### src/rtl/cyc_dp_pkg.sv
package cyc_dp_pkg;

  // Predecessor codes carried on out_pred
  typedef enum logic [1:0] {
    VIS_MR   = 2'b00,
    VIS_B    = 2'b01,
    VIS_ML   = 2'b10,
    VIS_NONE = 2'b11
  } vis_e;

  // Field order of the three states inside a lane
  localparam int NSTATE = 3;
  localparam int SI_MR  = 0;
  localparam int SI_B   = 1;
  localparam int SI_ML  = 2;

  typedef enum logic [1:0] {
    SQ_IDLE = 2'b00,
    SQ_EVEN = 2'b01,
    SQ_ODD  = 2'b10
  } seq_e;

endpackage

### src/rtl/cyc_dp_window.sv
module cyc_dp_window #(
  parameter int DMAX  = 4,
  parameter int PIX_W = 8,
  localparam int L_DEPTH = DMAX/2 + 1,
  localparam int R_DEPTH = DMAX + 1
) (
  input  logic                           clk,
  input  logic                           rst_n,
  input  logic                           shift_en,
  input  logic [PIX_W-1:0]               pix_l,
  input  logic [PIX_W-1:0]               pix_r,
  output logic [L_DEPTH-1:0][PIX_W-1:0]  win_l,
  output logic [R_DEPTH-1:0][PIX_W-1:0]  win_r
);

  logic [L_DEPTH-1:0][PIX_W-1:0] l_nxt;
  logic [R_DEPTH-1:0][PIX_W-1:0] r_nxt;

  // Tap 0 is the newest pixel; right taps below DMAX/2 form the delay line
  always_comb begin
    l_nxt = win_l;
    r_nxt = win_r;
    if (shift_en) begin
      l_nxt[0] = pix_l;
      r_nxt[0] = pix_r;
      for (int j = 1; j < L_DEPTH; j++) l_nxt[j] = win_l[j-1];
      for (int j = 1; j < R_DEPTH; j++) r_nxt[j] = win_r[j-1];
    end
  end

  always_ff @(posedge clk or negedge rst_n) begin
    if (!rst_n) begin
      win_l <= '0;
      win_r <= '0;
    end else begin
      win_l <= l_nxt;
      win_r <= r_nxt;
    end
  end

endmodule

### src/rtl/cyc_dp_seq.sv
module cyc_dp_seq
  import cyc_dp_pkg::*;
#(
  parameter int DMAX  = 4,
  parameter int POS_W = 12,
  localparam int COL_W = POS_W + 1
) (
  input  logic             clk,
  input  logic             rst_n,
  input  logic             line_start,
  input  logic             pix_valid,
  output logic             accept,
  output logic             calc_en,
  output logic             calc_odd,
  output logic [COL_W-1:0] col_now
);

  seq_e             state_q, state_d;
  logic [POS_W-1:0] cnt_q, cnt_d;
  logic [POS_W-1:0] k_idx;

  assign accept   = pix_valid && !line_start && (state_q != SQ_EVEN);
  assign calc_en  = (state_q != SQ_IDLE);
  assign calc_odd = (state_q == SQ_ODD);
  assign k_idx    = cnt_q - POS_W'(1);
  assign col_now  = {k_idx, calc_odd} - COL_W'(DMAX);

  always_comb begin
    state_d = state_q;
    cnt_d   = cnt_q;
    if (line_start) begin
      state_d = SQ_IDLE;
      cnt_d   = '0;
    end else begin
      unique case (state_q)
        SQ_EVEN: state_d = SQ_ODD;
        default: begin
          state_d = SQ_IDLE;
          if (accept) begin
            cnt_d = cnt_q + POS_W'(1);
            if (cnt_q >= POS_W'(DMAX/2)) state_d = SQ_EVEN;
          end
        end
      endcase
    end
  end

  always_ff @(posedge clk or negedge rst_n) begin
    if (!rst_n) begin
      state_q <= SQ_IDLE;
      cnt_q   <= '0;
    end else begin
      state_q <= state_d;
      cnt_q   <= cnt_d;
    end
  end

endmodule

### src/rtl/cyc_dp_cell.sv
module cyc_dp_cell
  import cyc_dp_pkg::*;
#(
  parameter int PIX_W  = 8,
  parameter int COST_W = 10
) (
  input  logic [PIX_W-1:0]  pl,
  input  logic [PIX_W-1:0]  pr,
  input  logic [COST_W-1:0] c_b,
  input  logic [COST_W-1:0] c_mr,
  input  logic [COST_W-1:0] c_ml_lo,
  input  logic [COST_W-1:0] c_b_hi,
  input  logic [COST_W-1:0] c_mr_hi,
  input  logic [COST_W-1:0] occ,
  input  logic              b_blocked,
  output logic [COST_W-1:0] n_b,
  output logic [COST_W-1:0] n_mr,
  output logic [COST_W-1:0] n_ml,
  output logic [1:0]        p_b,
  output logic [1:0]        p_mr,
  output logic [1:0]        p_ml
);

  localparam logic [COST_W-1:0] CMAX = {COST_W{1'b1}};

  function automatic logic [COST_W-1:0] sat_add(input logic [COST_W-1:0] a,
                                                 input logic [COST_W-1:0] b);
    logic [COST_W:0] s;
    s = {1'b0, a} + {1'b0, b};
    return s[COST_W] ? CMAX : s[COST_W-1:0];
  endfunction

  logic [PIX_W-1:0]  diff;
  logic [COST_W-1:0] best_b, best_ml, best_mr;
  logic [1:0]        sel_b, sel_ml, sel_mr;

  always_comb begin
    diff = (pl > pr) ? (pl - pr) : (pr - pl);

    // Binocular: B, then MR, then ML on ties
    best_b = c_b;
    sel_b  = VIS_B;
    if (c_mr < best_b)    begin best_b = c_mr;    sel_b = VIS_MR; end
    if (c_ml_lo < best_b) begin best_b = c_ml_lo; sel_b = VIS_ML; end

    best_ml = c_b;
    sel_ml  = VIS_B;
    if (c_ml_lo < best_ml) begin best_ml = c_ml_lo; sel_ml = VIS_ML; end

    best_mr = c_b_hi;
    sel_mr  = VIS_B;
    if (c_mr_hi < best_mr) begin best_mr = c_mr_hi; sel_mr = VIS_MR; end

    n_b  = b_blocked ? CMAX : sat_add(best_b, COST_W'(diff));
    p_b  = b_blocked ? VIS_NONE : sel_b;
    n_ml = sat_add(best_ml, occ);
    p_ml = sel_ml;
    n_mr = sat_add(best_mr, occ);
    p_mr = sel_mr;
  end

endmodule

### src/rtl/cyc_dp_cost.sv
module cyc_dp_cost
  import cyc_dp_pkg::*;
#(
  parameter int DMAX   = 4,
  parameter int PIX_W  = 8,
  parameter int COST_W = 10,
  parameter int POS_W  = 12,
  localparam int LANES   = DMAX + 1,
  localparam int L_DEPTH = DMAX/2 + 1,
  localparam int R_DEPTH = DMAX + 1,
  localparam int COL_W   = POS_W + 1
) (
  input  logic                           clk,
  input  logic                           rst_n,
  input  logic                           line_start,
  input  logic                           pix_valid,
  input  logic [PIX_W-1:0]               pix_l,
  input  logic [PIX_W-1:0]               pix_r,
  input  logic [COST_W-1:0]              occ_pen,
  output logic                           out_valid,
  output logic                           out_odd,
  output logic [COL_W-1:0]               out_col,
  output logic [LANES*NSTATE*2-1:0]      out_pred,
  output logic [LANES*NSTATE*COST_W-1:0] out_cost
);

  localparam logic [COST_W-1:0] CMAX = {COST_W{1'b1}};

  // Reset: asserted asynchronously, released on the clock
  logic [1:0] rst_pipe;
  logic       rst_i;
  always_ff @(posedge clk or negedge rst_n) begin
    if (!rst_n) rst_pipe <= '0;
    else        rst_pipe <= {rst_pipe[0], 1'b1};
  end
  assign rst_i = rst_pipe[1];

  logic             accept, calc_en, calc_odd;
  logic [COL_W-1:0] col_now;
  logic [L_DEPTH-1:0][PIX_W-1:0] win_l;
  logic [R_DEPTH-1:0][PIX_W-1:0] win_r;

  cyc_dp_seq #(.DMAX(DMAX), .POS_W(POS_W)) u_seq (
    .clk(clk), .rst_n(rst_i), .line_start(line_start), .pix_valid(pix_valid),
    .accept(accept), .calc_en(calc_en), .calc_odd(calc_odd), .col_now(col_now)
  );

  cyc_dp_window #(.DMAX(DMAX), .PIX_W(PIX_W)) u_win (
    .clk(clk), .rst_n(rst_i), .shift_en(accept), .pix_l(pix_l), .pix_r(pix_r),
    .win_l(win_l), .win_r(win_r)
  );

  // Lane d holds the newest column of d's parity: x-2 for its own phase, x-1 for the other
  logic [LANES-1:0][NSTATE-1:0][COST_W-1:0] cost_q, cost_d, n_cost;
  logic [LANES-1:0][NSTATE-1:0][1:0]        pred_q, pred_d, n_pred;
  logic [LANES-1:0]                         upd;
  logic             valid_q;
  logic             odd_q;
  logic [COL_W-1:0] col_q;

  for (genvar d = 0; d < LANES; d++) begin : g_lane
    localparam int  JL       = DMAX/2 - (d + 1)/2;
    localparam int  JR       = DMAX/2 + d/2;
    localparam bit  ODD_LANE = (d % 2) == 1;

    logic [COST_W-1:0] ml_lo, b_hi, mr_hi;
    logic              blocked;

    if (d == 0) begin : g_lo_edge
      assign ml_lo   = CMAX;
      assign blocked = 1'b0;
    end else begin : g_lo_in
      assign ml_lo   = cost_q[d-1][SI_ML];
      assign blocked = (col_now < COL_W'(d));
    end

    if (d == DMAX) begin : g_hi_edge
      assign b_hi  = CMAX;
      assign mr_hi = CMAX;
    end else begin : g_hi_in
      assign b_hi  = cost_q[d+1][SI_B];
      assign mr_hi = cost_q[d+1][SI_MR];
    end

    assign upd[d] = calc_en && !line_start && (calc_odd == ODD_LANE);

    cyc_dp_cell #(.PIX_W(PIX_W), .COST_W(COST_W)) u_cell (
      .pl(win_l[JL]), .pr(win_r[JR]),
      .c_b(cost_q[d][SI_B]), .c_mr(cost_q[d][SI_MR]), .c_ml_lo(ml_lo),
      .c_b_hi(b_hi), .c_mr_hi(mr_hi), .occ(occ_pen), .b_blocked(blocked),
      .n_b(n_cost[d][SI_B]), .n_mr(n_cost[d][SI_MR]), .n_ml(n_cost[d][SI_ML]),
      .p_b(n_pred[d][SI_B]), .p_mr(n_pred[d][SI_MR]), .p_ml(n_pred[d][SI_ML])
    );

    AST_HOLD_OTHER: assert property (@(posedge clk) disable iff (!rst_i)
      (out_valid && (out_odd != ODD_LANE)) |-> ($stable(cost_q[d]) && $stable(pred_q[d])));

    if (d > 0) begin : g_chk_block
      AST_BLOCKED_B: assert property (@(posedge clk) disable iff (!rst_i)
        (out_valid && (out_odd == ODD_LANE) && (out_col < COL_W'(d)))
          |-> (pred_q[d][SI_B] == VIS_NONE && cost_q[d][SI_B] == CMAX));
    end

    AST_ML_FLOOR: assert property (@(posedge clk) disable iff (!rst_i)
      (out_valid && (out_odd == ODD_LANE)) |-> (cost_q[d][SI_ML] >= $past(occ_pen)));
  end

  always_comb begin
    cost_d = cost_q;
    pred_d = pred_q;
    if (line_start) begin
      cost_d = '0;
    end else begin
      for (int i = 0; i < LANES; i++) begin
        if (upd[i]) begin
          cost_d[i] = n_cost[i];
          pred_d[i] = n_pred[i];
        end
      end
    end
  end

  always_ff @(posedge clk or negedge rst_i) begin
    if (!rst_i) begin
      cost_q  <= '0;
      pred_q  <= '0;
      valid_q <= 1'b0;
      odd_q   <= 1'b0;
      col_q   <= '0;
    end else begin
      cost_q  <= cost_d;
      pred_q  <= pred_d;
      valid_q <= calc_en && !line_start;
      if (calc_en) begin
        odd_q <= calc_odd;
        col_q <= col_now;
      end
    end
  end

  assign out_valid = valid_q;
  assign out_odd   = odd_q;
  assign out_col   = col_q;
  assign out_cost  = cost_q;
  assign out_pred  = pred_q;

  AST_LINE_CLEAR: assert property (@(posedge clk) disable iff (!rst_i)
    line_start |=> (out_cost == '0 && !out_valid));

  AST_PHASE_PAIR: assert property (@(posedge clk) disable iff (!rst_i)
    (out_valid && !out_odd && !line_start)
      |=> (out_valid && out_odd && (out_col == $past(out_col) + COL_W'(1))));

endmodule

### config.mk
export PLATFORM = sky130hd
export DESIGN_NAME = cyc_dp_cost
export DESIGN_NICKNAME = d
export VERILOG_FILES = /design/src/rtl/cyc_dp_pkg.sv /design/src/rtl/cyc_dp_window.sv /design/src/rtl/cyc_dp_seq.sv /design/src/rtl/cyc_dp_cell.sv /design/src/rtl/cyc_dp_cost.sv
export SDC_FILE = /design/constraint.sdc
export NUM_CORES = 1
export LEC_CHECK = 0
export ABC_AREA = 1
export BUFFER_PORTS_ARGS = -buffer_cell sky130_fd_sc_hd__buf_2
export CAP_MARGIN = 10
export CORE_UTILIZATION = 62
export DETAILED_ROUTE_END_ITERATION = 12
export HOLD_SLACK_MARGIN = 0.1
export PLACE_DENSITY_LB_ADDON = 0.2
export SYNTH_ARGS = -nofsm -noshare
export SYNTH_HDL_FRONTEND = slang
export SYNTH_SLANG_ARGS = --single-unit
### constraint.sdc
create_clock -name clk -period 11.18 [get_ports clk]
set_clock_uncertainty 0.1 [all_clocks]
set_input_delay 1.677 -clock clk [delete_from_list [all_inputs] [get_ports clk]]
set_output_delay 1.677 -clock clk [all_outputs]
set_load 0.01 [all_outputs]
# Yosys cells after proc, flatten, opt, wreduce, memory -nomap -nowiden
# Cells that the tools add are included.
# word_totals
input_bits,30
output_inout_bits,195
elab_cells,187
latch_bits,0
ramBits,0
memories,0
mem_bits_ro,0
register_bits,274
# classes
n_addsub,28
reduce_logical,13
n_eq_ne,4
shifts,0
bitwise_logic,2
n_lt_le_gt_ge,25
n_mux,71
mul,0
div_mod_pow,0
# ops
operator,n
$mux W10,34
$mux W150,1
$mux W30,5
$lt A10 B10 Y1,13
$add A10 B10 Y11,9
$sub A8 B8 Y8,10
$add A10 B8 Y11,5
$gt A8 B8 Y1,5
$mux W8,5
$mux W12,3
$mux W2,17
$lt A13 B2 Y1 const B,2
$lt A10 B10 Y1 const A,2
$lt A13 B1 Y1 const B,1
$lt A13 B3 Y1 const B,1
$sub A13 B3 Y13 const B,1
$add A12 B1 Y12 const B,1
$ge A12 B2 Y1 const B,1
$sub A12 B1 Y12 const B,1
$add A10 B10 Y11 const A,1
$reduce_bool A2 Y1,4
$mux W1,6
$reduce_and A2 Y1,3
$logic_and A1 B1 Y1,5
6 further kinds,7

# Longest topological paths before layout
# logic_depth
depth_word,9
mapped_depth,36
depth_no_buf,33

# Cells and area by module
# A second synthesis with hierarchy kept.
# unflattened
cells_unflattened,4134
area_unflattened_um2,28716.3
# by_module_without_submodules
module,cells_each,area_each_um2,n_inst,seq_area_each_um2
cyc_dp_cost,859,7666.1,1,4929.7
cyc_dp_cell at g_lane[2].u_cell ...,564,3472.1,2,0.0
cyc_dp_cell at g_lane[0].u_cell,567,3494.6,1,0.0
cyc_dp_cell at g_lane[4].u_cell,564,3464.6,1,0.0
cyc_dp_cell at g_lane[1].u_cell,556,3404.5,1,0.0
cyc_dp_window,270,2446.1,1,1601.5
cyc_dp_seq,190,1296.2,1,350.3

# Least setup slack after synthesis
# Ideal clock, no wire load.
# synth_timing
kind,reg2reg
from,register cost_q (netlist bit g_lane[3].b_hi[9])
to,register cost_q (netlist bit g_lane[3].b_hi[1])
arrival_ps,5047
synth_period_minus_slack_ps,5213
n_path_buf,4
path_slack_ps,5967
stages_incl_launch_ff,33
required_time_ps,11014
setup_time_ps,66
path_cell_list,dfrtp_1 inv_1 ha_1 nand2_1 nor2_1 nand3_1 nand3_1 clkbuf_1 clkbuf_1 nand2_1 o21ai_0 inv_1 ha_1 a21oi_1 o21a_1 o221a_2 nand2_1 buf_2 clkbuf_1 o21ai_0 ha_1 inv_1 fa_1 o21ai_0 a21o_1 a21oi_1 o21ai_0 nand3_1 nor2_1 nor2_4 nand2_1 nand2_1 nand2_1
# synth_between
elab_chain_len,9
# synth_rtl
item,line_no,rtl
start: declaration,cyc_dp_cost.sv:54,"logic [LANES-1:0][NSTATE-1:0][COST_W-1:0] cost_q, cost_d, n_cost;"
start signal: assignment,cyc_dp_cost.sv:131,cost_q <= cost_d;
$lt A10 B10 Y1,cyc_dp_cell.sv:43,if (c_mr < best_b) begin best_b = c_mr; sel_b = VIS_MR; end
$mux W10 (*),cyc_dp_cell.sv:43,
$lt A10 B10 Y1,cyc_dp_cell.sv:44,if (c_ml_lo < best_b) begin best_b = c_ml_lo; sel_b = VIS_ML; end
$mux W10 (*),cyc_dp_cell.sv:44,
$add A10 B8 Y11 (*),cyc_dp_cell.sv:29,"s = {1'b0, a} + {1'b0, b};"
$mux W10 (*),cyc_dp_cell.sv:30,return s[COST_W] ? CMAX : s[COST_W-1:0];
$mux W10 (*),cyc_dp_cell.sv:54,"n_b = b_blocked ? CMAX : sat_add(best_b, COST_W'(diff));"
$mux W30 (*),cyc_dp_cost.sv:115,if (upd[i]) begin
$mux W150 (*),cyc_dp_cost.sv:111,if (line_start) begin
# Every way passes the cells marked *; elsewhere a longest branch is shown, timed or not. The select of a mux whose other input is x is not followed.
# A chain may end at the register's enable or synchronous reset.

# Worst setup path after layout
# layout_timing
from,register cost_q (netlist bit g_lane[2].b_hi[9])
to,register cost_q (netlist bit g_lane[2].b_hi[0])
# Same word-level chain as after synthesis.

==> out/metrics.csv <==
stage;metric;value;unit
outcome;status;finished, final reports clean;
hold_path;worstHoldStart;rst_pipe[0]$_DFF_PN0_;
clocking;clk_latency;550;ps
timing;setup_tns;0;ps
setup_path;end_kind;register;
setup_path;start_kind;register;
clocking;clockRootBuffer;clkbuf_16;
global_routing;grt-busiest-layer;met2;
setup_path;critPathKind;reg2reg;
floorplan;die_w;197.2;um
clocking;tritoncts;built;
pwr;leakage;0.01417;uW
setup_path;cpPeakStageDelay;790;ps
global_routing;grt_pass1_wl;120.9;mm
placed_design;io_buffers;217;
global_routing;grt_use_total;39.74;%
route;drc;0;
global_routing;grtUsageMet3;7.427;%
final_layout;drive_gt1_share;10.32;%
global_routing;grt_pass1_vias;22453;
setup_path;crit_fanout;22;
pwr;ir_worst_vdd;164.1;uV
final_layout;n_fill_cell;3249;
clocking;clkSlewWorstSetupHoldPaths;60;ps
synth;synthesis.area;23630;sq um
clocking;numCtsBuffers;35;
global_routing;met2_usage;62.48;%
synth;synth_edf_count;0;
timing;tightestPinTransition;1190;ps
timing;fin_crit;7040;ps
floorplan;die_y;197.2;um
global_routing;overflow;0;
clocking;clock_sink_count;266;
synth;synth_top_area_share;28.17;%
global_routing;use_met1;52.59;%
hold_path;hp-class;reg2reg;
setup_path;critPathTopFamily;compound AO/OA/AOI/OAI gates;
final_layout;nNetsFinal;3856;
placed_design;post-place-cells;3949;
floorplan;fp.coreArea;37580;sq um
job;cap_violations;0;
route;firstDrtPassIters;7;
clocking;clock_path_buffers;3;
setup_path;cp_num_buf_inv;3;
floorplan;start_util;62.87;%
global_routing;grt_max_degree;156;
timing;post-route-period-util;62.97;%
clocking;cts.repair.resized;0;
synth;yosysTopAreaCell;dfrtp_1;
floorplan;die_area;38890;sq um
placed_design;dp_hpwl;58.77;mm
route;vias;23479;
route;wirelength;76.96;mm
floorplan;num_io_pins;225;
floorplan;rows;71;
setup_path;crit_required;11570;ps
synth;seq_area_frac_synth;28.17;%
clocking;post_cts_buffers;0;
synth;ys_warn_count;0;
timing;slew_headroom;19.80;%
synth;ys.flop_type;dfrtp_1;
placed_design;routabilityCongestion;1.103;
clocking;htree_levels;2;
global_routing;antenna_found_initial;0;
synth;ys_ff_latch;266;
timing;final_max_slew_viol_count;0;
route;antenna_left;0;
final_layout;antennaDiodeCount;0;
setup_path;slowest_stage;o21ai_0;
timing;finalSetupViolCount;0;
final_layout;layout_commonest_cell;nand2_1;
setup_path;reg2reg_from;g_lane[2].b_hi[9]$_DFFE_PN0P_;
pwr;powerDensity;247.1;nW/um^2
synth;synthArstFlopShare;100.0;%
final_layout;syn2layout_area_growth;11.56;%
setup_path;crit_start;g_lane[2].b_hi[9]$_DFFE_PN0P_;
pwr;power;6512;uW
setup_path;crit_top_cell;nand2_1;
timing;max_freq;142.1;MHz
synth;synthTopCellsByArea;dfrtp_1 (28%), ha_1 (17%), nand2_1 (15%);
timing;hold_violations;0;
route;first_iter_violations;2072;
route;wire_per_inst;19.19;um
final_layout;mostFrequentLayoutCells;nand2_1 (931), inv_1 (476), o21ai_0 (373), ha_1 (327), dfrtp_1 (265);
synth;synth_area_per_cell;7.183;sq um
setup_path;arrival;7430;ps
clocking;ctsHoldBuffers;0;
synth;yosys.cell_types.count;52;
final_layout;layout.cells.non_filler;4010;
synth;postSynthCellCount;3289;
timing;rsz0062_at_grt;false;
route;via_per_inst;5.855;
==> layer usage <==
metal / wire length [um] / up-vias / part of all wire [%]
met5: 0 / - / 0
met4: 3919 / 0 / 5.1
met3: 7422 / 250 / 9.6
met2: 34130 / 1086 / 44
met1: 31480 / 11065 / 41
li1: - / 11078 / -
==> stage by stage <==
stage	utilization (%)	worst slack [ps]	hold slack [ps]	cell area, sq um
floorplan	-	3118	231.2	23650
global placement	66.92	4464	234.1	25150
detailed placement	66.92	4364	235.5	25150
CTS	70.14	4317	243.1	26360
global route	70.14	3728	252.7	26360
finish	70.14	4140	246.3	26360
==> path summary, 6_finish.rpt <==
path	to	slack [ps]	depth (start not counted)
setup / recovery	g_lane[2].b_hi[0]$_DFFE_PN0P_	4140	28
hold / removal	rst_pipe[1]$_DFF_PN0_	250	0
setup reg to reg	g_lane[2].b_hi[0]$_DFFE_PN0P_	4140	28
hold reg to reg	rst_pipe[1]$_DFF_PN0_	250	0
max in group asynchronous	g_lane[2].b_hi[9]$_DFFE_PN0P_	9170	1
min in group asynchronous	out_valid$_DFF_PN0_	320	0
==> layout make-up <==
type                       instances  area [sq um]  share of cell area, %
inverter                         483          1813                  6.879
clock buffer                      46         997.2                  3.784
multi-input combinational       2453         14790                  56.12
sequential                       266          6660                  25.27
timing repair buffer             236          1241                  4.709
tap                              511         639.4                  2.426
clock inverter                    15         212.7                 0.8071
==> cells by family (layout without fill, tap and decap cells) <==
group / count (synthesis) / in the layout / share of synthesized area [%]
and+or+nand+nor: 1224 / 1224 / 21.05
AOI/OAI and AO/OA: 748 / 748 / 17.37
buffers and inverters: 576 / 780 / 9.385
adders and majority gates: 351 / 351 / 19.35
DFF: 266 / 266 / 28.17
xor gates and xnor gates: 111 / 111 / 4.147
muxes: 11 / 11 / 0.4872
other: 2 / 8 / 0.03179
==> power by group <==
group          switching, uW  internal (uW)
Combinational           2640           1380
Sequential               172           1120
Clock                    457            743
==> registers in the layout, indices dropped and copies added, names as in the netlist <==
register       count
g_lane.b_hi       40
g_lane.ml_lo      40
g_lane.mr_hi      40
out_col           13
out_cost          30
out_pred          22
out_valid          1
rst_pipe           2
u_seq.cnt_q       12
u_seq.state_q      2
u_win.win_l       24
u_win.win_r       40
==> cells in the mapped netlist (20+ instances only) <==
cell,number
o21ai_0,373
fa_1,24
or2_2,20
ha_1,327
xor2_1,65
a21oi_1,231
nand3_1,90
o22ai_1,22
nor3_1,25
nor2_1,104
clkbuf_1,68
dfrtp_1,266
xnor2_1,45
nand2_1,931
inv_1,478
Power figures use the tool's default switching activity.
